### src/rtl/zc_pkg.sv
package zc_pkg;

    // Per-sample event decoded by the glitch filter
    typedef struct packed {
        logic enter;   // this sample completes the filter run: interval opens
        logic stay;    // below sample inside an open interval
        logic leave;   // first non-below sample closing an open interval
    } zc_evt_t;

    function automatic logic evt_in_low(zc_evt_t e);
        return e.enter | e.stay;
    endfunction

    function automatic logic is_below(logic [31:0] smp, logic [31:0] thr);
        return smp < thr;
    endfunction

endpackage

### src/rtl/zc_glitch_filter.sv
module zc_glitch_filter
    import zc_pkg::*;
#(
    parameter int FILT_N = 3
) (
    input  logic    clk,
    input  logic    rst,
    input  logic    valid_i,
    input  logic    below_i,
    output zc_evt_t evt_o
);
    localparam int RUN_W = $clog2(FILT_N + 1);
    localparam logic [RUN_W-1:0] RUN_MAX = RUN_W'(FILT_N);

    logic [RUN_W-1:0] run_q;
    logic [RUN_W-1:0] run_inc;
    logic             in_low_q;

    assign run_inc = (run_q == RUN_MAX) ? run_q : run_q + 1'b1;

    always_comb begin
        evt_o.enter = valid_i & below_i & ~in_low_q & (run_inc == RUN_MAX);
        evt_o.stay  = valid_i & below_i & in_low_q;
        evt_o.leave = valid_i & ~below_i & in_low_q;
    end

    always_ff @(posedge clk) begin
        if (rst) begin
            run_q    <= '0;
            in_low_q <= 1'b0;
        end else if (valid_i) begin
            if (below_i) begin
                run_q <= run_inc;
                if (evt_o.enter) in_low_q <= 1'b1;
            end else begin
                run_q    <= '0;
                in_low_q <= 1'b0;
            end
        end
    end

    // an interval opens only on a valid below sample
    assert_open_on_below_R3: assert property (@(posedge clk) disable iff (rst)
        $rose(in_low_q) |-> $past(valid_i && below_i));

endmodule

### src/rtl/zc_interval_meter.sv
module zc_interval_meter
    import zc_pkg::*;
#(
    parameter int CNT_W  = 24,
    parameter int FILT_N = 3
) (
    input  logic             clk,
    input  logic             rst,
    input  zc_evt_t          evt_i,
    output logic [CNT_W-1:0] cnt_next_o,
    output logic [CNT_W-1:0] half_o,
    output logic             seeded_o
);
    localparam logic [CNT_W-1:0] CNT_LOAD = CNT_W'(FILT_N);
    localparam logic [CNT_W-1:0] CNT_MAX  = '1;

    logic [CNT_W-1:0] cnt_q;
    logic [CNT_W-1:0] prev_q;
    logic             seeded_q;
    logic             stay;

    assign stay = evt_i.stay;

    always_comb begin
        if (evt_i.enter)     cnt_next_o = CNT_LOAD;
        else if (stay)       cnt_next_o = (cnt_q == CNT_MAX) ? cnt_q : cnt_q + 1'b1;
        else                 cnt_next_o = cnt_q;
    end

    assign half_o   = prev_q >> 1;
    assign seeded_o = seeded_q;

    always_ff @(posedge clk) begin
        if (rst) begin
            cnt_q    <= '0;
            prev_q   <= '0;
            seeded_q <= 1'b0;
        end else begin
            cnt_q <= cnt_next_o;
            if (evt_i.leave) begin
                prev_q   <= cnt_q;
                seeded_q <= 1'b1;
            end
        end
    end

    // the running count never drops while an interval stays open
    assert_no_wrap_R4: assert property (@(posedge clk) disable iff (rst)
        $past(stay) |-> cnt_q >= $past(cnt_q));

endmodule

### src/rtl/zc_restart_gen.sv
module zc_restart_gen
    import zc_pkg::*;
#(
    parameter int CNT_W = 24
) (
    input  logic             clk,
    input  logic             rst,
    input  zc_evt_t          evt_i,
    input  logic [CNT_W-1:0] cnt_next_i,
    input  logic [CNT_W-1:0] half_i,
    input  logic             seeded_i,
    output logic             restart_o,
    output logic             polarity_o
);
    logic fired_q;
    logic fire;
    logic in_low;

    assign in_low = evt_in_low(evt_i);
    assign fire   = in_low & seeded_i & (~fired_q | evt_i.enter)
                  & (cnt_next_i >= half_i);

    always_ff @(posedge clk) begin
        if (rst) begin
            fired_q    <= 1'b0;
            restart_o  <= 1'b0;
            polarity_o <= 1'b0;
        end else begin
            restart_o <= fire;
            if (fire) polarity_o <= ~polarity_o;
            if (evt_i.enter)  fired_q <= fire;
            else if (fire)    fired_q <= 1'b1;
        end
    end

    assert_single_pulse_R7: assert property (@(posedge clk) disable iff (rst)
        restart_o |=> !restart_o);

    assert_pol_follows_R8: assert property (@(posedge clk) disable iff (rst)
        (polarity_o != $past(polarity_o)) |-> restart_o);

    assert_pol_flips_R8: assert property (@(posedge clk) disable iff (rst)
        restart_o |-> (polarity_o != $past(polarity_o)));

    assert_from_sample_R2: assert property (@(posedge clk) disable iff (rst)
        restart_o |-> $past(in_low));

    assert_needs_seed_R5: assert property (@(posedge clk) disable iff (rst)
        restart_o |-> $past(seeded_i));

endmodule

### src/rtl/zc_sync.sv
module zc_sync
    import zc_pkg::*;
#(
    parameter int SAMPLE_W = 12,
    parameter int CNT_W    = 24,
    parameter int FILT_N   = 3
) (
    input  logic                clk,
    input  logic                rst,
    input  logic                smp_valid_i,
    input  logic [SAMPLE_W-1:0] smp_i,
    input  logic [SAMPLE_W-1:0] thresh_i,
    output logic                restart_o,
    output logic                polarity_o
);
    zc_evt_t          evt;
    logic             below;
    logic [CNT_W-1:0] cnt_next;
    logic [CNT_W-1:0] half;
    logic             seeded;

    // strict comparison
    assign below = is_below(32'(smp_i), 32'(thresh_i));

    zc_glitch_filter #(.FILT_N(FILT_N)) u_filt (
        .clk     (clk),
        .rst     (rst),
        .valid_i (smp_valid_i),
        .below_i (below),
        .evt_o   (evt)
    );

    zc_interval_meter #(.CNT_W(CNT_W), .FILT_N(FILT_N)) u_meter (
        .clk        (clk),
        .rst        (rst),
        .evt_i      (evt),
        .cnt_next_o (cnt_next),
        .half_o     (half),
        .seeded_o   (seeded)
    );

    zc_restart_gen #(.CNT_W(CNT_W)) u_gen (
        .clk        (clk),
        .rst        (rst),
        .evt_i      (evt),
        .cnt_next_i (cnt_next),
        .half_i     (half),
        .seeded_i   (seeded),
        .restart_o  (restart_o),
        .polarity_o (polarity_o)
    );

endmodule

### config.mk
export PLATFORM = sky130hd
export DESIGN_NAME = zc_sync
export DESIGN_NICKNAME = d
export VERILOG_FILES = /design/src/rtl/zc_pkg.sv /design/src/rtl/zc_glitch_filter.sv /design/src/rtl/zc_interval_meter.sv /design/src/rtl/zc_restart_gen.sv /design/src/rtl/zc_sync.sv
export SDC_FILE = /design/constraint.sdc
export NUM_CORES = 1
export LEC_CHECK = 0
export BUFFER_PORTS_ARGS = -buffer_cell sky130_fd_sc_hd__buf_2
export CAP_MARGIN = 20
export CORE_MARGIN = 5
export CORE_UTILIZATION = 55
export DETAILED_ROUTE_END_ITERATION = 10
export PLACE_DENSITY = 0.74
export SETUP_SLACK_MARGIN = 0.02
export SYNTH_ARGS = -nofsm -noshare
export SYNTH_HDL_FRONTEND = slang
export SYNTH_SLANG_ARGS = --single-unit
### constraint.sdc
create_clock -name clk -period 9.7 [get_ports clk]
set_clock_uncertainty 0.1 [all_clocks]
set_input_delay 1.455 -clock clk [delete_from_list [all_inputs] [get_ports clk]]
set_output_delay 1.455 -clock clk [all_outputs]
set_load 0.005 [all_outputs]
==> run summary, run 1 <==
Outcome: completed
Net Sw Frac: 0.242
Setup TNS: 0 ns
Post-CTS Setup Bufs: 0
Die extent in y: 86.8 um
H-tree depth: 2
Fin crit period: 5.70 ns
Mapped Cells: 430
HP Class: register to register
CP top delay family: compound AO/OA/AOI/OAI gates
CP Launch Type: input port
Post-synthesis xor/xnor area fraction: 0.0513
CTS resizes: 0
Slowest-stage cell, CP: or4b_1
Total grt overflow: 0
Worst slew margin: 0.354
Synth area leaders: dfxtp_1, ha_1, nand2_1
Detailed-route via count: 2969
Initial Util: 0.558
Tcrit/Tclk final: 0.588
CTS tree: built
P per Cell Area: 109 nW/um2
Worst-path cell chain: buf_2 -> ha_1 -> a211o_1 -> a31oi_1 -> o221ai_2 -> a21o_1 -> or4b_1 -> o211ai_1 -> o31ai_1 -> ha_1 -> nand4_1 -> nor2_1 -> o21ai_0 -> o21ai_0 -> a31oi_1 -> and4b_1 -> or4_1
Logic pwr share: 0.085
Setup violations, final: 0
Dpl cells: 518
Pre-antenna DRT Iters: 4
Crit Path Category: input port to register
Hold WS: 0.359 ns
Maximum fanout along the worst path: 20
Clock Sinks: 54
Psw: 0.0933 mW
Syn-to-layout area delta: 8.64%
Slew @ Worst Pin: 0.968 ns
RSZ-0062 raised after global routing: false
All-layer global routing usage: 0.207
Die ar.: 7540 um2
Worst Setup Slack, final: 4.00 ns
LEAKAGE: 1.40 nW
Detailed Place HPWL: 5460 um
Largest family of logic cells by synthesized area: simple AND/OR/NAND/NOR gates
Synthesized Nets: 492
GP Congestion: 0.816
Antenna violations before repair: 0
Flop and latch count out of synthesis: 54
Ant diodes: 0
Pin count of the biggest net entering global routing: 36
Share of the synthesized area in the top cell type: 0.333
Synth warn: 0
Sequential power share: 0.580
Total core area: 5820 um2
FMAX: 175 MHz
Mux contribution to synthesized area: 0.00617
Post-Synthesis Cell Area: 3240 um2
Clk slew on worst S/H paths: 0.09 ns
Main synth FF type: dfxtp_1
Number of DRC markers in iteration 0: 222
Slew Limit Fails: 0
Wire per inst: 13.8 um
Share of post-route cells with drive strength above 1: 0.0953
Nets: 512
Worst path buffer plus inverter count: 1
Synth Area in Adders: 0.135
Synth area leader: dfxtp_1
Longest Clk Path Bufs: 2
Synth Area in Compound Gates: 0.156
Slowest Stage Delay on Critical Path: 0.78 ns
FP Rows: 28
Critical path required time: 9.78 ns
Post-DRT Antenna Nets: 0
Clock latency on the worst-skew pair: 0.31 ns
Synth Area in Simple Gates: 0.253
Clk root buf: clkbuf_8
Internal Power: 0.292 mW
Port Buffer Count: 28
Non-filler cells, final: 526
Netlist cell types: 40
Via count of the first global-routing pass: 2853
Worst IR Drop VDD: 0.0587 mV
Arr. time, crit path: 5.78 ns
Detailed Route WL: 7290 um
Avg Inst Size Synth: 7.55 um2
Hold buffer count at cts: 0
Die Span X: 86.8 um
Register area share after synthesis: 0.333
Total of max-cap violations: 0
Post-synth EDFFs: 0
Dpl ws: 3.72 ns
# fillers: 543
Clk pwr share: 0.335
First-pass GRT wire length: 12600 um
CP Capture Type: register
Vias per cell: 5.64
# DRC: 0
Most frequent cell after synthesis: nand2_1
Tot Pwr: 0.385 mW
CTS Buf Count: 5
IO Count: 29
Synth async-reset ratio: 0
Post-synth top cells: nand2_1, dfxtp_1, nor2_1
Fin. Hold Viols: 0
-- worst register-to-register path, delay by kind of cell, from the launching register on --
family / cells / cell delay [ns]
adders and majority gates: 1 / 0.30
xor gates and xnor gates: 1 / 0.23
and+or+nand+nor: 8 / 2.20
DFF: 1 / 0.43
AOI/OAI and AO/OA: 4 / 0.89
-- area by class of cell --
cell class	count	area [um2]	share of cell area
flip-flops and latches	54	1080	0.307
clock inverters	1	5.00	0.00142
well taps	75	93.8	0.0266
repair buffers	30	155	0.0440
inverters	39	146	0.0415
multi-input cells	320	1960	0.555
clock buffers	7	86.3	0.0245
-- layout by cell type, fill, tap and decap left out, types with 2 or more instances in the layout --
| cell | count |
|---|---|
| buf_4 | 2 |
| o21a_1 | 4 |
| a211o_1 | 2 |
| nand2_1 | 71 |
| nor3_1 | 9 |
| buf_2 | 28 |
| or4_1 | 4 |
| ha_1 | 35 |
| xnor2_1 | 11 |
| clkbuf_8 | 6 |
| nand2b_1 | 2 |
| or2_2 | 2 |
| inv_1 | 39 |
| a211oi_1 | 3 |
| nand4_1 | 13 |
| nor4_2 | 2 |
| a21o_1 | 5 |
| o211ai_1 | 5 |
| mux2i_1 | 2 |
| nor4_1 | 3 |
| a31oi_1 | 4 |
| nor2_1 | 54 |
| o21ai_0 | 8 |
| a21oi_1 | 45 |
| and2_1 | 2 |
| nand3_1 | 12 |
| dfxtp_1 | 54 |
| xor2_1 | 8 |
-- per-stage QoR --
step           utilization  cell area [um2]
5_1_grt              0.606             3520
4_1_cts              0.606             3520
3_3_place_gp         0.590             3430
2_1_floorplan            -             3240
3_5_place_dp         0.590             3430
6_report             0.606             3520
-- flip-flops by register name (all words and copies together), names as in the netlist --
name and count:
u_meter.seeded_o 1, u_meter.prev_q 23, u_gen.restart_o 1, u_filt.in_low_q 1, u_meter.cnt_q 24, u_filt.run_q 2, u_gen.fired_q 1, u_gen.polarity_o 1
-- power by group through the flow --
| stage | sequential, mW | combinational [mW] | clock [mW] |
|---|---|---|---|
| 2_1_floorplan | 0.228 | 0.0220 | 0 |
| 3_3_place_gp | 0.229 | 0.0315 | 0 |
| 3_5_place_dp | 0.229 | 0.0327 | 0 |
| 4_1_cts | 0.224 | 0.0327 | 0.134 |
| 5_1_grt | 0.224 | 0.0367 | 0.144 |
| 6_report | 0.224 | 0.0327 | 0.129 |
-- metal layers --
layer,track usage,up-vias,part of all wire
met2,0.357,93,0.47
met1,0.258,1355,0.45
met4,0.0694,0,0.018
li1,-,1506,-
met3,0.0390,15,0.065
met5,0,-,0
-- worst paths after layout --
path / from / slack [ns] / cells after the start / endpoint
worst max-delay path: smp_i[2] / 4.00 / 17 / u_gen.polarity_o$_SDFFE_PP0P_
worst min-delay path: u_meter.prev_q[10]$_SDFFE_PP0P_ / 0.36 / 2 / u_meter.prev_q[10]$_SDFFE_PP0P_
worst max register to register: u_meter.cnt_q[11]$_SDFF_PP0_ / 5.44 / 14 / u_gen.polarity_o$_SDFFE_PP0P_
worst min register to register: u_meter.prev_q[10]$_SDFFE_PP0P_ / 0.36 / 2 / u_meter.prev_q[10]$_SDFFE_PP0P_
-- kinds of logic after synthesis --
family	after synthesis
muxes	2
DFF	54
AOI/OAI and AO/OA	84
and+or+nand+nor	180
buffers and inverters	56
adders and majority gates	35
xor gates and xnor gates	19
No activity file was read; power rests on OpenSTA's default activity.
==> inputs of run 2 (changes only) <==
Settings changed: ABC_AREA from default to 1, CORE_UTILIZATION 55 to 54, PLACE_DENSITY 0.74 to 0.75.
Clock period 9.7 ns to 4.9 ns, I/O delays scaled along.
==> run 2 against run 1 <==
- non-clock buffer count increased by 3
- first-iteration DRC count is 20% lower
- register-to-register slack worse by 4.1 ns
- hold slack improved by 0.0047 ns
- utilization decreased by 0.39 points
- die area is 9.0% higher
- count of clock-buffer cells in the layout did not move
- combinational power rose by 110%
- routed wire length rose by 7.2%
- synthesized cell count is 17% higher
- critical endpoint unchanged
- highest routed layer unchanged
==> run summary, run 2 <==
Outcome: completed (unchanged)
Detailed Route WL: 7810 um (was 7290 um)
Maximum fanout along the worst path: 16 (was 20)
LEAKAGE: 1.78 nW (was 1.40 nW)
R2R setup slack: 1.32 ns (was 5.44 ns)
Tcrit/Tclk final: 0.782
Tot Pwr: 0.810 mW (was 0.385 mW)
Share of the synthesized area in the top cell type: 0.308 (was 0.333)
Critical path required time: 5.01 ns (was 9.78 ns)
Arr. time, crit path: 3.94 ns (was 5.78 ns)
Total of max-cap violations: 0 (unchanged)
Mapped Cells: 501 (was 430)
# DRC: 0 (unchanged)
R2R Path End: u_gen.fired_q$_SDFFE_PP0P_ (was u_gen.polarity_o$_SDFFE_PP0P_)
Clock Sinks: 54 (unchanged)
Via count of the first global-routing pass: 3180 (was 2853)
Total core area: 6350 um2 (was 5820 um2)
Slowest-stage cell, CP: ha_1 (was or4b_1)
Netlist cell types: 35 (was 40)
FP Rows: 29 (was 28)
Slew @ Worst Pin: 0.718 ns (was 0.968 ns)
Synthesized Nets: 563 (was 492)
# fillers: 610 (was 543)
Dpl ws: 0.722 ns (was 3.72 ns)
Synth area leaders: dfxtp_1, ha_1, inv_1 (was dfxtp_1, ha_1, nand2_1)
Hold buffer count at cts: 0 (unchanged)
Min-delay src: u_meter.prev_q[7]$_SDFFE_PP0P_ (was u_meter.prev_q[10]$_SDFFE_PP0P_)
Critical path origin: thresh_i[5] (was smp_i[2])
Crit Path Category: input port to register (unchanged)
Top reg by flops: u_meter.cnt_q (unchanged)
Dpl cells: 597 (was 518)
Number of DRC markers in iteration 0: 177 (was 222)
Total grt overflow: 0 (unchanged)
Syn-to-layout area delta: 8.95% (was 8.64%)
Worst Setup Slack, final: 1.07 ns (was 4.00 ns)
GP Congestion: 0.890 (was 0.816)
Most used cell, CP: nand2_1
P per Cell Area: 212 nW/um2 (was 109 nW/um2)
Commonest cells after routing, fill and taps aside: inv_1, nand2_1, dfxtp_1 (was nand2_1, nor2_1, dfxtp_1)
Pin count of the biggest net entering global routing: 31 (was 36)
Number of flip-flops in the largest register: 24 (unchanged)
CP Launch Type: input port (unchanged)
Post-Synthesis Cell Area: 3510 um2 (was 3240 um2)
Flop and latch count out of synthesis: 54 (unchanged)
CTS Buf Count: 5 (unchanged)
Avg Inst Size Synth: 7.01 um2 (was 7.55 um2)
Post-synth top cells: inv_1, nand2_1, dfxtp_1 (was nand2_1, dfxtp_1, nor2_1)
Clk slew on worst S/H paths: 0.10 ns (was 0.09 ns)
Longest Clk Path Bufs: 2 (unchanged)
Ant diodes: 0 (unchanged)
Hold WS: 0.363 ns (was 0.359 ns)
Port Buffer Count: 28 (unchanged)
FMAX: 261 MHz
Non-filler cells, final: 605 (was 526)
IO Count: 29 (unchanged)
Fin crit period: 3.83 ns
Share of post-route cells with drive strength above 1: 0.142 (was 0.0953)
Fin. Hold Viols: 0 (unchanged)
Final Cell Area: 3820 um2 (was 3520 um2)
Post-CTS Setup Bufs: 0 (unchanged)
Synth warn: 0 (unchanged)
H-tree depth: 2 (unchanged)
Initial Util: 0.553 (was 0.558)
R2R depth: 28 (was 14)
CP Capture Type: register (unchanged)
Pre-antenna DRT Iters: 4 (unchanged)
Wire per inst: 12.9 um (was 13.8 um)
Clock latency on the worst-skew pair: 0.31 ns (about the same)
Most frequent cell after synthesis: inv_1 (was nand2_1)
DP Area: 3720 um2 (was 3430 um2)
All-layer global routing usage: 0.196 (was 0.207)
Largest registers: u_meter.cnt_q (24), u_meter.prev_q (23), u_filt.run_q (2) (unchanged)
Slowest Stage Delay on Critical Path: 0.29 ns (was 0.78 ns)
RR Startpoint: u_meter.cnt_q[0]$_SDFF_PP0_ (was u_meter.cnt_q[11]$_SDFF_PP0_)
Core Util, Final: 0.602 (was 0.606)
Setup TNS: 0 ns (unchanged)
Nets: 589 (was 512)
Synth async-reset ratio: 0 (unchanged)
RSZ-0062 raised after global routing: false (unchanged)
First-pass GRT wire length: 13700 um (was 12600 um)
CTS tree: built (unchanged)
Setup violations, final: 0 (unchanged)
HP Class: register to register (unchanged)
Vias per cell: 5.29 (was 5.64)
Die extent in y: 90.6 um (was 86.8 um)
Slew Limit Fails: 0 (unchanged)
Post-DRT Antenna Nets: 0 (unchanged)
Detailed-route via count: 3200 (was 2969)
Antenna violations before repair: 0 (unchanged)
Clk root buf: clkbuf_8 (unchanged)
Register area: 1080 um2 (unchanged)
Worst IR Drop VDD: 0.167 mV (was 0.0587 mV)
Commonest non-fill, non-tap cell in the layout: inv_1 (was nand2_1)
Crit path to: u_gen.polarity_o$_SDFFE_PP0P_ (unchanged)
Die Span X: 90.6 um (was 86.8 um)
Post-synth EDFFs: 0 (unchanged)
Main synth FF type: dfxtp_1 (unchanged)
Register area share after synthesis: 0.308 (was 0.333)
Synth area leader: dfxtp_1 (unchanged)
Area of the multi-input gates: 1980 um2 (was 1960 um2)
Die ar.: 8210 um2 (was 7540 um2)
Detailed Place HPWL: 6040 um (was 5460 um)
CTS resizes: 0 (unchanged)
Worst slew margin: 0.520 (was 0.354)
==> run 2: cell count changes in the layout (fill, tap and decap cells not counted), moves of 5 or more <==
cell and delta:
nand3_1 +10, nand4_1 -7, nor3_1 +15, xnor2_1 -9, nor2_1 -9, o21ai_0 +27
inv_1 +54, inv_2 +7, nor3_2 +5, nor2_2 +5
==> run 2: cell families (layout without fill, tap and decap cells) <==
family	after synthesis	count (layout)	synth area share
compound gates	90	90	0.135
flops	54	54	0.308
simple gates	201	201	0.290
xor+xnor	6	6	0.0150
fa+ha+maj	35	35	0.125
buf+inv	115	142	0.127
==> run 2: final cells by class <==
class	count	area share
Multi-Input combinational cell	332	0.519
Sequential cell	54	0.283
Inverter	101	0.0991
Timing Repair Buffer	33	0.0465
Tap cell	77	0.0252
Clock buffer	7	0.0200
Clock inverter	1	0.00785
==> run 2: routing by layer <==
metal	track usage	routed length, um	share of wire
met5	0	0	0
met4	0.0509	111	0.014
met3	0.0342	295	0.038
met2	0.354	3860	0.49
met1	0.237	3540	0.45
==> run 2: worst max-delay path: cells and delay by family <==
kind | cells | cell delay [ns]
AO/OA/AOI/OAI | 2 | 0.25
adder cells (fa/ha/maj) | 2 | 0.58
buffers and inverters | 6 | 0.73
AND/OR/NAND/NOR | 20 | 1.61
==> run 2: how the worst min path moves through the flow <==
stage | end | slack [ns] | cells past startpoint
global placement | u_meter.prev_q[18]$_SDFFE_PP0P_ | 0.35 | 2
detailed placement | u_meter.prev_q[7]$_SDFFE_PP0P_ | 0.35 | 2
global route | u_meter.prev_q[7]$_SDFFE_PP0P_ | 0.39 | 2
finish | u_meter.prev_q[7]$_SDFFE_PP0P_ | 0.36 | 2
CTS | u_meter.prev_q[7]$_SDFFE_PP0P_ | 0.37 | 2
floorplan | u_meter.prev_q[5]$_SDFFE_PP0P_ | 0.33 | 2
==> run 2: power breakdown <==
group          internal [mW]  total (mW)  switching (mW)
sequential             0.442       0.445         0.00240
combinational         0.0273      0.0684          0.0411
clock                  0.153       0.297           0.143
total                  0.623       0.810           0.187
